==> src/rtl/scsi_irq_pkg.sv <==
package scsi_irq_pkg;

    localparam int STAT_W  = 8;
    localparam int NUM_SRC = 3;
    localparam int SRC_IDX_W = $clog2(NUM_SRC);

    typedef logic [STAT_W-1:0] stat_t;

    typedef enum logic [SRC_IDX_W-1:0] {
        SRC_DMA   = 2'd0,
        SRC_SCSI0 = 2'd1,
        SRC_SCSI1 = 2'd2
    } src_e;

    // SCSI conditions that halt only when enabled
    localparam stat_t SCSI0_SOFT_BITS = 8'h70;
    localparam stat_t SCSI1_SOFT_BITS = 8'h03;
    // SCSI conditions that never halt
    localparam stat_t SCSI1_NOHALT_BITS = 8'h04;

    typedef struct packed {
        stat_t set;
        stat_t clr;
        logic  en_we;
        stat_t en_wdata;
    } src_req_t;

    typedef struct packed {
        stat_t stat;
        stat_t stat_nxt;
        stat_t en;
    } src_state_t;

    function automatic stat_t halt_mask_scsi0(stat_t en);
        return en | ~SCSI0_SOFT_BITS;
    endfunction

    function automatic stat_t halt_mask_scsi1(stat_t en);
        return (en | ~SCSI1_SOFT_BITS) & ~SCSI1_NOHALT_BITS;
    endfunction

    function automatic logic masked_any(stat_t a, stat_t b);
        return |(a & b);
    endfunction

endpackage

==> src/rtl/sia_src_reg.sv <==
module sia_src_reg
    import scsi_irq_pkg::*;
(
    input  logic       clk,
    input  logic       rst,
    input  src_req_t   req,
    output src_state_t st
);
    stat_t stat_q;
    stat_t en_q;
    stat_t stat_d;

    // set dominates clear in the same cycle
    always_comb begin
        stat_d = (stat_q & ~req.clr) | req.set;
    end

    always_ff @(posedge clk) begin
        if (rst) begin
            stat_q <= '0;
            en_q   <= '0;
        end else begin
            stat_q <= stat_d;
            if (req.en_we) begin
                en_q <= req.en_wdata;
            end
        end
    end

    always_comb begin
        st.stat     = stat_q;
        st.stat_nxt = stat_d;
        st.en       = en_q;
    end
endmodule

==> src/rtl/sia_halt_eval.sv <==
module sia_halt_eval
    import scsi_irq_pkg::*;
(
    input  logic  clk,
    input  logic  rst,
    input  stat_t dma_set,
    input  stat_t scsi0_set,
    input  stat_t scsi1_set,
    input  stat_t scsi0_nxt,
    input  stat_t scsi1_nxt,
    input  stat_t scsi0_en,
    input  stat_t scsi1_en,
    output logic  halt_req
);
    logic dma_evt;
    logic scsi_evt;
    logic scsi_halt;
    logic halt_d;
    logic halt_q;

    always_comb begin
        dma_evt   = |dma_set;
        scsi_evt  = (|scsi0_set) | (|scsi1_set);
        scsi_halt = masked_any(scsi0_nxt, halt_mask_scsi0(scsi0_en)) |
                    masked_any(scsi1_nxt, halt_mask_scsi1(scsi1_en));
        halt_d    = dma_evt | (scsi_evt & scsi_halt);
    end

    always_ff @(posedge clk) begin
        if (rst) begin
            halt_q <= 1'b0;
        end else begin
            halt_q <= halt_d;
        end
    end

    assign halt_req = halt_q;
endmodule

==> src/rtl/sia_irq_gen.sv <==
module sia_irq_gen
    import scsi_irq_pkg::*;
(
    input  logic  clk,
    input  logic  rst,
    input  stat_t stat [NUM_SRC],
    input  stat_t en   [NUM_SRC],
    input  logic  force_flag,
    output logic  irq,
    output logic  dma_pend,
    output logic  scsi_pend
);
    logic [NUM_SRC-1:0] src_any;
    logic [NUM_SRC-1:0] src_hit;
    logic irq_q, dpend_q, spend_q;

    for (genvar g = 0; g < NUM_SRC; g++) begin : g_src
        assign src_any[g] = |stat[g];
        assign src_hit[g] = masked_any(stat[g], en[g]);
    end

    always_ff @(posedge clk) begin
        if (rst) begin
            irq_q   <= 1'b0;
            dpend_q <= 1'b0;
            spend_q <= 1'b0;
        end else begin
            irq_q   <= (|src_hit) | force_flag;
            dpend_q <= src_any[SRC_DMA];
            spend_q <= src_any[SRC_SCSI0] | src_any[SRC_SCSI1];
        end
    end

    assign irq       = irq_q;
    assign dma_pend  = dpend_q;
    assign scsi_pend = spend_q;
endmodule

==> src/rtl/scsi_irq_aggregator.sv <==
module scsi_irq_aggregator
    import scsi_irq_pkg::*;
(
    input  logic       clk,
    input  logic       rst,
    input  logic [7:0] dma_set,
    input  logic [7:0] dma_clr,
    input  logic       dma_en_we,
    input  logic [7:0] dma_en_wdata,
    input  logic [7:0] scsi0_set,
    input  logic [7:0] scsi0_clr,
    input  logic       scsi0_en_we,
    input  logic [7:0] scsi0_en_wdata,
    input  logic [7:0] scsi1_set,
    input  logic [7:0] scsi1_clr,
    input  logic       scsi1_en_we,
    input  logic [7:0] scsi1_en_wdata,
    input  logic       force_irq,
    output logic       irq,
    output logic       dma_pend,
    output logic       scsi_pend,
    output logic       halt_req,
    output logic [7:0] dma_status,
    output logic [7:0] scsi0_status,
    output logic [7:0] scsi1_status
);
    src_req_t   req_a  [NUM_SRC];
    src_state_t st_a   [NUM_SRC];
    stat_t      stat_a [NUM_SRC];
    stat_t      en_a   [NUM_SRC];

    always_comb begin
        req_a[SRC_DMA]   = '{set: dma_set,   clr: dma_clr,   en_we: dma_en_we,   en_wdata: dma_en_wdata};
        req_a[SRC_SCSI0] = '{set: scsi0_set, clr: scsi0_clr, en_we: scsi0_en_we, en_wdata: scsi0_en_wdata};
        req_a[SRC_SCSI1] = '{set: scsi1_set, clr: scsi1_clr, en_we: scsi1_en_we, en_wdata: scsi1_en_wdata};
    end

    for (genvar g = 0; g < NUM_SRC; g++) begin : g_src
        sia_src_reg u_reg (
            .clk (clk),
            .rst (rst),
            .req (req_a[g]),
            .st  (st_a[g])
        );
        assign stat_a[g] = st_a[g].stat;
        assign en_a[g]   = st_a[g].en;
    end

    sia_halt_eval u_halt (
        .clk       (clk),
        .rst       (rst),
        .dma_set   (dma_set),
        .scsi0_set (scsi0_set),
        .scsi1_set (scsi1_set),
        .scsi0_nxt (st_a[SRC_SCSI0].stat_nxt),
        .scsi1_nxt (st_a[SRC_SCSI1].stat_nxt),
        .scsi0_en  (st_a[SRC_SCSI0].en),
        .scsi1_en  (st_a[SRC_SCSI1].en),
        .halt_req  (halt_req)
    );

    sia_irq_gen u_irq (
        .clk        (clk),
        .rst        (rst),
        .stat       (stat_a),
        .en         (en_a),
        .force_flag (force_irq),
        .irq        (irq),
        .dma_pend   (dma_pend),
        .scsi_pend  (scsi_pend)
    );

    assign dma_status   = st_a[SRC_DMA].stat;
    assign scsi0_status = st_a[SRC_SCSI0].stat;
    assign scsi1_status = st_a[SRC_SCSI1].stat;
endmodule

==> config.mk <==
export PLATFORM = sky130hd
export DESIGN_NAME = scsi_irq_aggregator
export DESIGN_NICKNAME = d
export VERILOG_FILES = /design/src/rtl/scsi_irq_pkg.sv /design/src/rtl/sia_src_reg.sv /design/src/rtl/sia_halt_eval.sv /design/src/rtl/sia_irq_gen.sv /design/src/rtl/scsi_irq_aggregator.sv
export SDC_FILE = /design/constraint.sdc
export NUM_CORES = 1
export LEC_CHECK = 0
export BUFFER_PORTS_ARGS = -buffer_cell sky130_fd_sc_hd__buf_2
export CORE_AREA = 2 2 74 76
export DETAILED_ROUTE_END_ITERATION = 8
export DIE_AREA = 0 0 76 78
export GPL_TIMING_DRIVEN = 0
export MAX_ROUTING_LAYER = met4
export PLACE_DENSITY_LB_ADDON = 0.15
export SETUP_SLACK_MARGIN = 0.3
export SLEW_MARGIN = 20
export SYNTH_ARGS = -nofsm -noshare
export SYNTH_HDL_FRONTEND = slang
export SYNTH_SLANG_ARGS = --single-unit
==> constraint.sdc <==
create_clock -name clk -period 2.2 [get_ports clk]
set_input_delay 0.55 -clock clk [delete_from_list [all_inputs] [get_ports clk]]
set_output_delay 0.55 -clock clk [all_outputs]
set_load 0.02 [all_outputs]
==> run summary, run 1 <==
## Status
* status: finished clean

## Power and ir drop
* total power: 2.04 mW
* leakage power of the design: 1.46 nW
* total power per unit cell area: 699 mW/mm2
* VDD IR-drop max: 346 uV

## Placed design
* final weighted congestion of routability-driven global placement: 0.814
* half-perimeter wire length after detailed placement: 4.71 mm
* count of buffers inserted at the top-level ports: 101

## Global route
* number of antenna violations at the first check in global routing: 0
* Remaining Overflow, GRT: 0
* global-route wire length before repair: 9.71 mm
* pin count of the biggest net entering global routing: 17
* combined global-route utilization of all metal layers: 0.214
* vias in the first global route: 1989

## Yosys
* syn_nets: 324
* library cells used by synthesis: 24
* dominant synthesized flop cell: sky130_fd_sc_hd__dfxtp_1
* Post-Synth XOR/XNOR Area: 0
* Synth async-reset ratio: 0
* proportion of synthesized area in mux cells: 0.109
* number of synthesized register bits: 52
* number of flops mapped to enable cells by yosys: 0
* Synth Area in Simple Gates: 0.193
* number of instances in the synthesized netlist: 246
* proportion of synthesized chip area in sequential cells: 0.470
* adder and majority cell fraction of the synthesized area: 0
* number of warnings printed during yosys synthesis: 0
* synthesized area divided by synthesized cell count: 9.00 um2
* compound-cell area share of the yosys netlist: 0.111
* dominant combinational cell family by area after synthesis: simple AND/OR/NAND/NOR gates
* Mapped Area: 0.00221 mm2

## Worst setup path
* Critical Path Slowest Stage Cell: sky130_fd_sc_hd__dfxtp_1
* Crit Reg-Reg Endpoint: u_halt.halt_req$_SDFF_PP0_
* worst path bufs/invs: 2
* Setup crit start kind: register
* top cell family by delay on the critical path: flip-flops
* biggest cell delay along the critical path: 430 ps
* endpoint required time on the critical path: 1650 ps
* Critical Path Sink Type: primary output
* critical path start-end classification: reg -> out
* crit path to: scsi0_status[2]
* CP arrival: 1000 ps
* maximum fanout count along the critical path: 4
* Critical R2R Launch: g_src[1].u_reg.stat_q[2]$_SDFF_PP0_
* Critical Path Stages: 2
* reg2reg setup slack: 740 ps
* cells traversed along the worst timing path: buf_4 > buf_2
* Setup crit start: g_src[1].u_reg.stat_q[2]$_SDFF_PP0_
* worst-case reg-to-reg path depth: 5

## Clock network
* insertion delay to the later sink of the worst-skew pair: 300 ps
* maximum number of buffers from clock root to sink: 2
* total CTS buffers: 5
* CTS sink cnt: 52
* clock tree from TritonCTS: built
* number of setup buffers added after CTS: 0
* post_cts resized: 0
* register clock-pin slew on the reported worst setup and hold paths: 100 ps
* root cell of the clock tree: sky130_fd_sc_hd__clkbuf_8
* Post-CTS Hold Fix Bufs: 0
* maximum level of the CTS H-tree: 2

## Min path
* Hold Path Class: in -> reg

## Drt
* final WL: 5.92 mm
* detailed-routing wirelength on met1: 2.75 mm
* highest routed layer: met4
* drt wl/cell: 13.9 um
* DRC violation count after routing: 0
* detailed-routing iteration count for the pre-antenna-repair pass: 4
* via/cell ratio: 4.73
* residual antenna-violating net count after detailed routing: 0
* initial detailed-routing violation count: 77
* DR vias: 2012
* met2 WL post-DR: 2.73 mm
* detailed route wirelength on metal3: 395 um

## Timing
* Slew headroom: 0.645
* setup TNS after final layout: 0 ps
* endpoints failing setup: 0
* worst-margin pin slew: 533 ps
* achievable frequency: 0.644 GHz
* fin. max-slew vios: 0
* count of final hold-check violations: 0
* setup repair after global routing missed its margin: false
* Final Critical Period: 1550 ps
* portion of the clock cycle consumed by the worst path in the final layout: 0.705
* clock skew after layout: 11.0 ps

## Final layout
* total area of sequential cells: 0.00104 mm2
* antenna diode instance count: 0
* area of the multi-input gates: 913 um2
* # nets final: 432
* area growth from synthesis to layout: 31.8%
* share of layout cells above drive strength 1: 0.400
* fillers: 492
* top library cells by usage in the layout, fill and taps aside: 104 x sky130_fd_sc_hd__buf_2, 57 x sky130_fd_sc_hd__nor2_1, 52 x sky130_fd_sc_hd__dfxtp_1
* commonest non-fill, non-tap cell in the layout: sky130_fd_sc_hd__buf_2

## Floorplan
* area of the core: 0.00504 mm2
* total die area: 0.00593 mm2
* io pins: 106
* width of the die: 76 um
* y dimension of the die: 78 um
* Site Rows: 26
* initial core utilization: 0.439

## Job
* # Max-Cap Violations: 0

kinds of logic (layout without fill, tap and decap cells):
| logic type | Yosys count | after routing |
|---|---|---|
| flip-flops | 52 | 52 |
| multiplexers | 24 | 24 |
| AO/OA/AOI/OAI | 36 | 36 |
| buffers and inverters | 44 | 153 |
| AND/OR/NAND/NOR | 90 | 90 |
how the worst min path moves through the flow:
stage	startpoint	end	slack, ps	depth (start not counted)
final	scsi1_set[2]	g_src[2].u_reg.stat_q[2]$_SDFF_PP0_	470	3
after floorplan	g_src[1].u_reg.en_q[2]$_SDFFE_PP0P_	g_src[1].u_reg.en_q[2]$_SDFFE_PP0P_	460	2
after detailed placement	g_src[0].u_reg.en_q[6]$_SDFFE_PP0P_	g_src[0].u_reg.en_q[6]$_SDFFE_PP0P_	480	2
after CTS	dma_set[6]	g_src[0].u_reg.stat_q[6]$_SDFF_PP0_	460	3
after global routing	scsi1_set[2]	g_src[2].u_reg.stat_q[2]$_SDFF_PP0_	480	3
after global placement	g_src[2].u_reg.en_q[6]$_SDFFE_PP0P_	g_src[2].u_reg.en_q[6]$_SDFFE_PP0P_	470	2
cells in the mapped netlist (4+ instances only):
| cell | number | area [um2] |
|---|---|---|
| sky130_fd_sc_hd__nor2_1 | 57 | 214 |
| sky130_fd_sc_hd__dfxtp_1 | 52 | 1040 |
| sky130_fd_sc_hd__buf_4 | 24 | 180 |
| sky130_fd_sc_hd__mux2i_1 | 24 | 240 |
| sky130_fd_sc_hd__nor2b_1 | 14 | 87.6 |
| sky130_fd_sc_hd__a21oi_1 | 13 | 65.1 |
| sky130_fd_sc_hd__nor4_1 | 12 | 75.1 |
| sky130_fd_sc_hd__inv_1 | 11 | 41.3 |
| sky130_fd_sc_hd__a22oi_1 | 6 | 45.0 |
| sky130_fd_sc_hd__clkbuf_1 | 6 | 22.5 |
| sky130_fd_sc_hd__o21ai_0 | 4 | 20.0 |
| sky130_fd_sc_hd__o21ba_2 | 4 | 40.0 |
routing by layer:
layer  up-vias  global-route usage
li1       1031                   -
met1       889               0.283
met2        88               0.339
met3         4              0.0442
met4         0              0.0491
met5         -                   -
sequential cells by signal, summed over array words and instances (netlist names):
register,count
g_src.u_reg.stat_q,24
u_irq.scsi_pend,1
g_src.u_reg.en_q,24
u_irq.irq,1
u_irq.dma_pend,1
u_halt.halt_req,1
where the power goes:
| part | switching [mW] | internal [mW] | leakage [nW] |
|---|---|---|---|
| Combinational | 0.170 | 0.174 | 0.970 |
| Sequential | 0.0516 | 1.00 | 0.433 |
| Clock | 0.304 | 0.337 | 0.0541 |
| Total | 0.526 | 1.51 | 1.46 |
worst reg2reg max path: cells and delay by family (launching register included):
kind	cells	cell delay [ps]
simple gates	3	730
flops	1	370
compound gates	2	240
final cells by class:
type                            instances  share of cell area
Sequential cell                        52               0.357
Multi-Input combinational cell        150               0.313
Timing Repair Buffer                  101               0.173
Buffer                                 33              0.0746
Tap cell                               70              0.0300
Clock buffer                            5              0.0236
Clock inverter                          3              0.0146
Inverter                               11              0.0142
through the flow:
stage / cell area, um2 / hold slack, ps / util / worst slack [ps] / instances
6_report: 2920 / 469 / 0.579 / 648 / 425
5_1_grt: 2920 / 480 / 0.579 / 587 / 425
4_1_cts: 2920 / 463 / 0.579 / 635 / 425
3_5_place_dp: 2810 / 483 / 0.557 / 556 / 417
3_3_place_gp: 2810 / 473 / 0.557 / 566 / 417
2_1_floorplan: 2210 / 460 / - / 730 / 246
No activity file was read; power rests on OpenSTA's default activity.
==> run 2, diff against run 1 <==
Settings changed: CORE_AREA 2 2 74 76 to 2 2 77 79, DIE_AREA 0 0 76 78 to 0 0 79 81.
Clock period 2.2 ns to 1.25 ns, I/O delays scaled along.
==> run summary, run 2 (same netlist as run 1, synthesis figures left out) <==
## Drt
* drt wl/cell: 15.0 um
* via/cell ratio: 4.81
* residual antenna-violating net count after detailed routing: 0
* detailed-routing iteration count for the pre-antenna-repair pass: 4
* initial detailed-routing violation count: 123
* DR vias: 2196
* DRC violation count after routing: 0
* final WL: 6.88 mm

## Timing
* fin. max-slew vios: 0
* PnR worst setup slack: -2.89 ps
* Final Critical Period: 1250 ps
* hold slack final: 231 ps
* achievable frequency: 0.798 GHz
* worst-margin pin slew: 343 ps
* Slew headroom: 0.769
* portion of the clock cycle consumed by the worst path in the final layout: 1.00
* count of final hold-check violations: 0
* setup repair after global routing missed its margin: true
* endpoints failing setup: 2
* clock skew after layout: 5.61 ps
* setup TNS after final layout: -3.75 ps

## Min path
* Hold Path Class: in -> reg

## Job
* # Max-Cap Violations: 0

## Clock network
* maximum number of buffers from clock root to sink: 2
* CTS sink cnt: 52
* insertion delay to the later sink of the worst-skew pair: 300 ps
* clock tree from TritonCTS: built
* total CTS buffers: 5
* register clock-pin slew on the reported worst setup and hold paths: 90 ps
* Post-CTS Hold Fix Bufs: 0
* root cell of the clock tree: sky130_fd_sc_hd__clkbuf_8
* maximum level of the CTS H-tree: 2

## Power and ir drop
* total power per unit cell area: 1040 mW/mm2
* VDD IR-drop max: 604 uV
* leakage power of the design: 1.72 nW

## Final layout
* area growth from synthesis to layout: 62.8%
* antenna diode instance count: 0
* share of layout cells above drive strength 1: 0.571
* commonest non-fill, non-tap cell in the layout: sky130_fd_sc_hd__buf_2
* # nets final: 459
* Largest regs: g_src.u_reg.en_q (24), g_src.u_reg.stat_q (24)
* top library cells by usage in the layout, fill and taps aside: 77 x sky130_fd_sc_hd__buf_2, 57 x sky130_fd_sc_hd__nor2_1, 54 x sky130_fd_sc_hd__buf_6

## Placed design
* count of buffers inserted at the top-level ports: 101
* final weighted congestion of routability-driven global placement: 0.846
* half-perimeter wire length after detailed placement: 4.93 mm

## Worst setup path
* endpoint required time on the critical path: 940 ps
* Critical Path Sink Type: primary output
* Setup crit start kind: register
* CP arrival: 940 ps
* biggest cell delay along the critical path: 380 ps
* cells traversed along the worst timing path: buf_4 > buf_2
* maximum fanout count along the critical path: 4
* critical path start-end classification: reg -> out
* Critical Path Slowest Stage Cell: sky130_fd_sc_hd__dfxtp_2

## Status
* violations in the final reports: setup timing
* status: finished with violations

## Floorplan
* initial core utilization: 0.390
* io pins: 106
* width of the die: 79 um
* total die area: 0.00640 mm2
* y dimension of the die: 81 um
* Site Rows: 28
* area of the core: 0.00568 mm2

## Global route
* vias in the first global route: 2201
* pin count of the biggest net entering global routing: 15
* number of antenna violations at the first check in global routing: 0
* Remaining Overflow, GRT: 0
* combined global-route utilization of all metal layers: 0.226
* global-route wire length before repair: 10.6 mm

## run 2: changes by cell type in the layout (fill, tap and decap cells not counted), moves of 6 or more
| cell | change |
|---|---|
| sky130_fd_sc_hd__buf_6 | +54 |
| sky130_fd_sc_hd__buf_2 | -27 |
| sky130_fd_sc_hd__dfxtp_1 | -27 |
| sky130_fd_sc_hd__dfxtp_2 | +21 |
| sky130_fd_sc_hd__nor4_1 | -7 |
| sky130_fd_sc_hd__dfxtp_4 | +6 |
| sky130_fd_sc_hd__nor2b_1 | -6 |
| sky130_fd_sc_hd__nor4_4 | +6 |
## run 2: cell type report
class                   count  area [um2]
clock buffers               8        90.1
fillers                   514        2070
inverters                  11        41.3
repair buffers            128         892
flip-flops and latches     52        1090
multi-input cells         150        1080
well taps                  75        93.8
plain buffers              33         313
## run 2: worst max-delay path: cells and delay by family, from the launching register on
kind / cells / cell delay [ps]
DFF: 1 / 380
buffers and inverters: 2 / 250
## run 2: worst paths after layout
kind | from | to | slack, ps | depth (start not counted)
max | g_src[2].u_reg.stat_q[0]$_SDFF_PP0_ | scsi1_status[0] | -3 | 2
min | dma_set[0] | g_src[0].u_reg.stat_q[0]$_SDFF_PP0_ | 230 | 3
max reg2reg | g_src[1].u_reg.stat_q[3]$_SDFF_PP0_ | u_halt.halt_req$_SDFF_PP0_ | -3 | 5
min reg2reg | g_src[0].u_reg.en_q[1]$_SDFFE_PP0P_ | g_src[0].u_reg.en_q[1]$_SDFFE_PP0P_ | 500 | 2
## run 2: through the flow
step	utilization	std cells	total power, mW	area [um2]	setup slack (ps)
3_5_place_dp	0.499	422	2.51	2830	-202
3_3_place_gp	0.499	422	2.51	2830	-171
4_1_cts	0.624	456	3.72	3540	-16.5
5_1_grt	0.635	457	3.93	3600	-45.2
6_report	0.635	457	3.74	3600	-2.89
2_1_floorplan	-	246	2.24	2230	23.3
## run 2: power by group
group	internal, mW	leakage, nW	total, mW	switching (mW)
clock network	0.453	0.0455	0.976	0.523
logic	0.512	1.24	0.910	0.398
registers	1.77	0.440	1.86	0.0878
total	2.73	1.72	3.74	1.01
## run 2: per-layer routing
layer / up-vias / share of wire / track usage
met4: 0 / 0.014 / 0.0741
met5: - / 0 / -
met2: 90 / 0.46 / 0.364
met1: 1006 / 0.46 / 0.279
met3: 8 / 0.070 / 0.0589
li1: 1092 / - / -
## run 2: timing repair
action,CTS,global route
setup endpoints to repair,31,34
pin swaps,9,2
buffers inserted,26,1
gates resized for setup,131,10
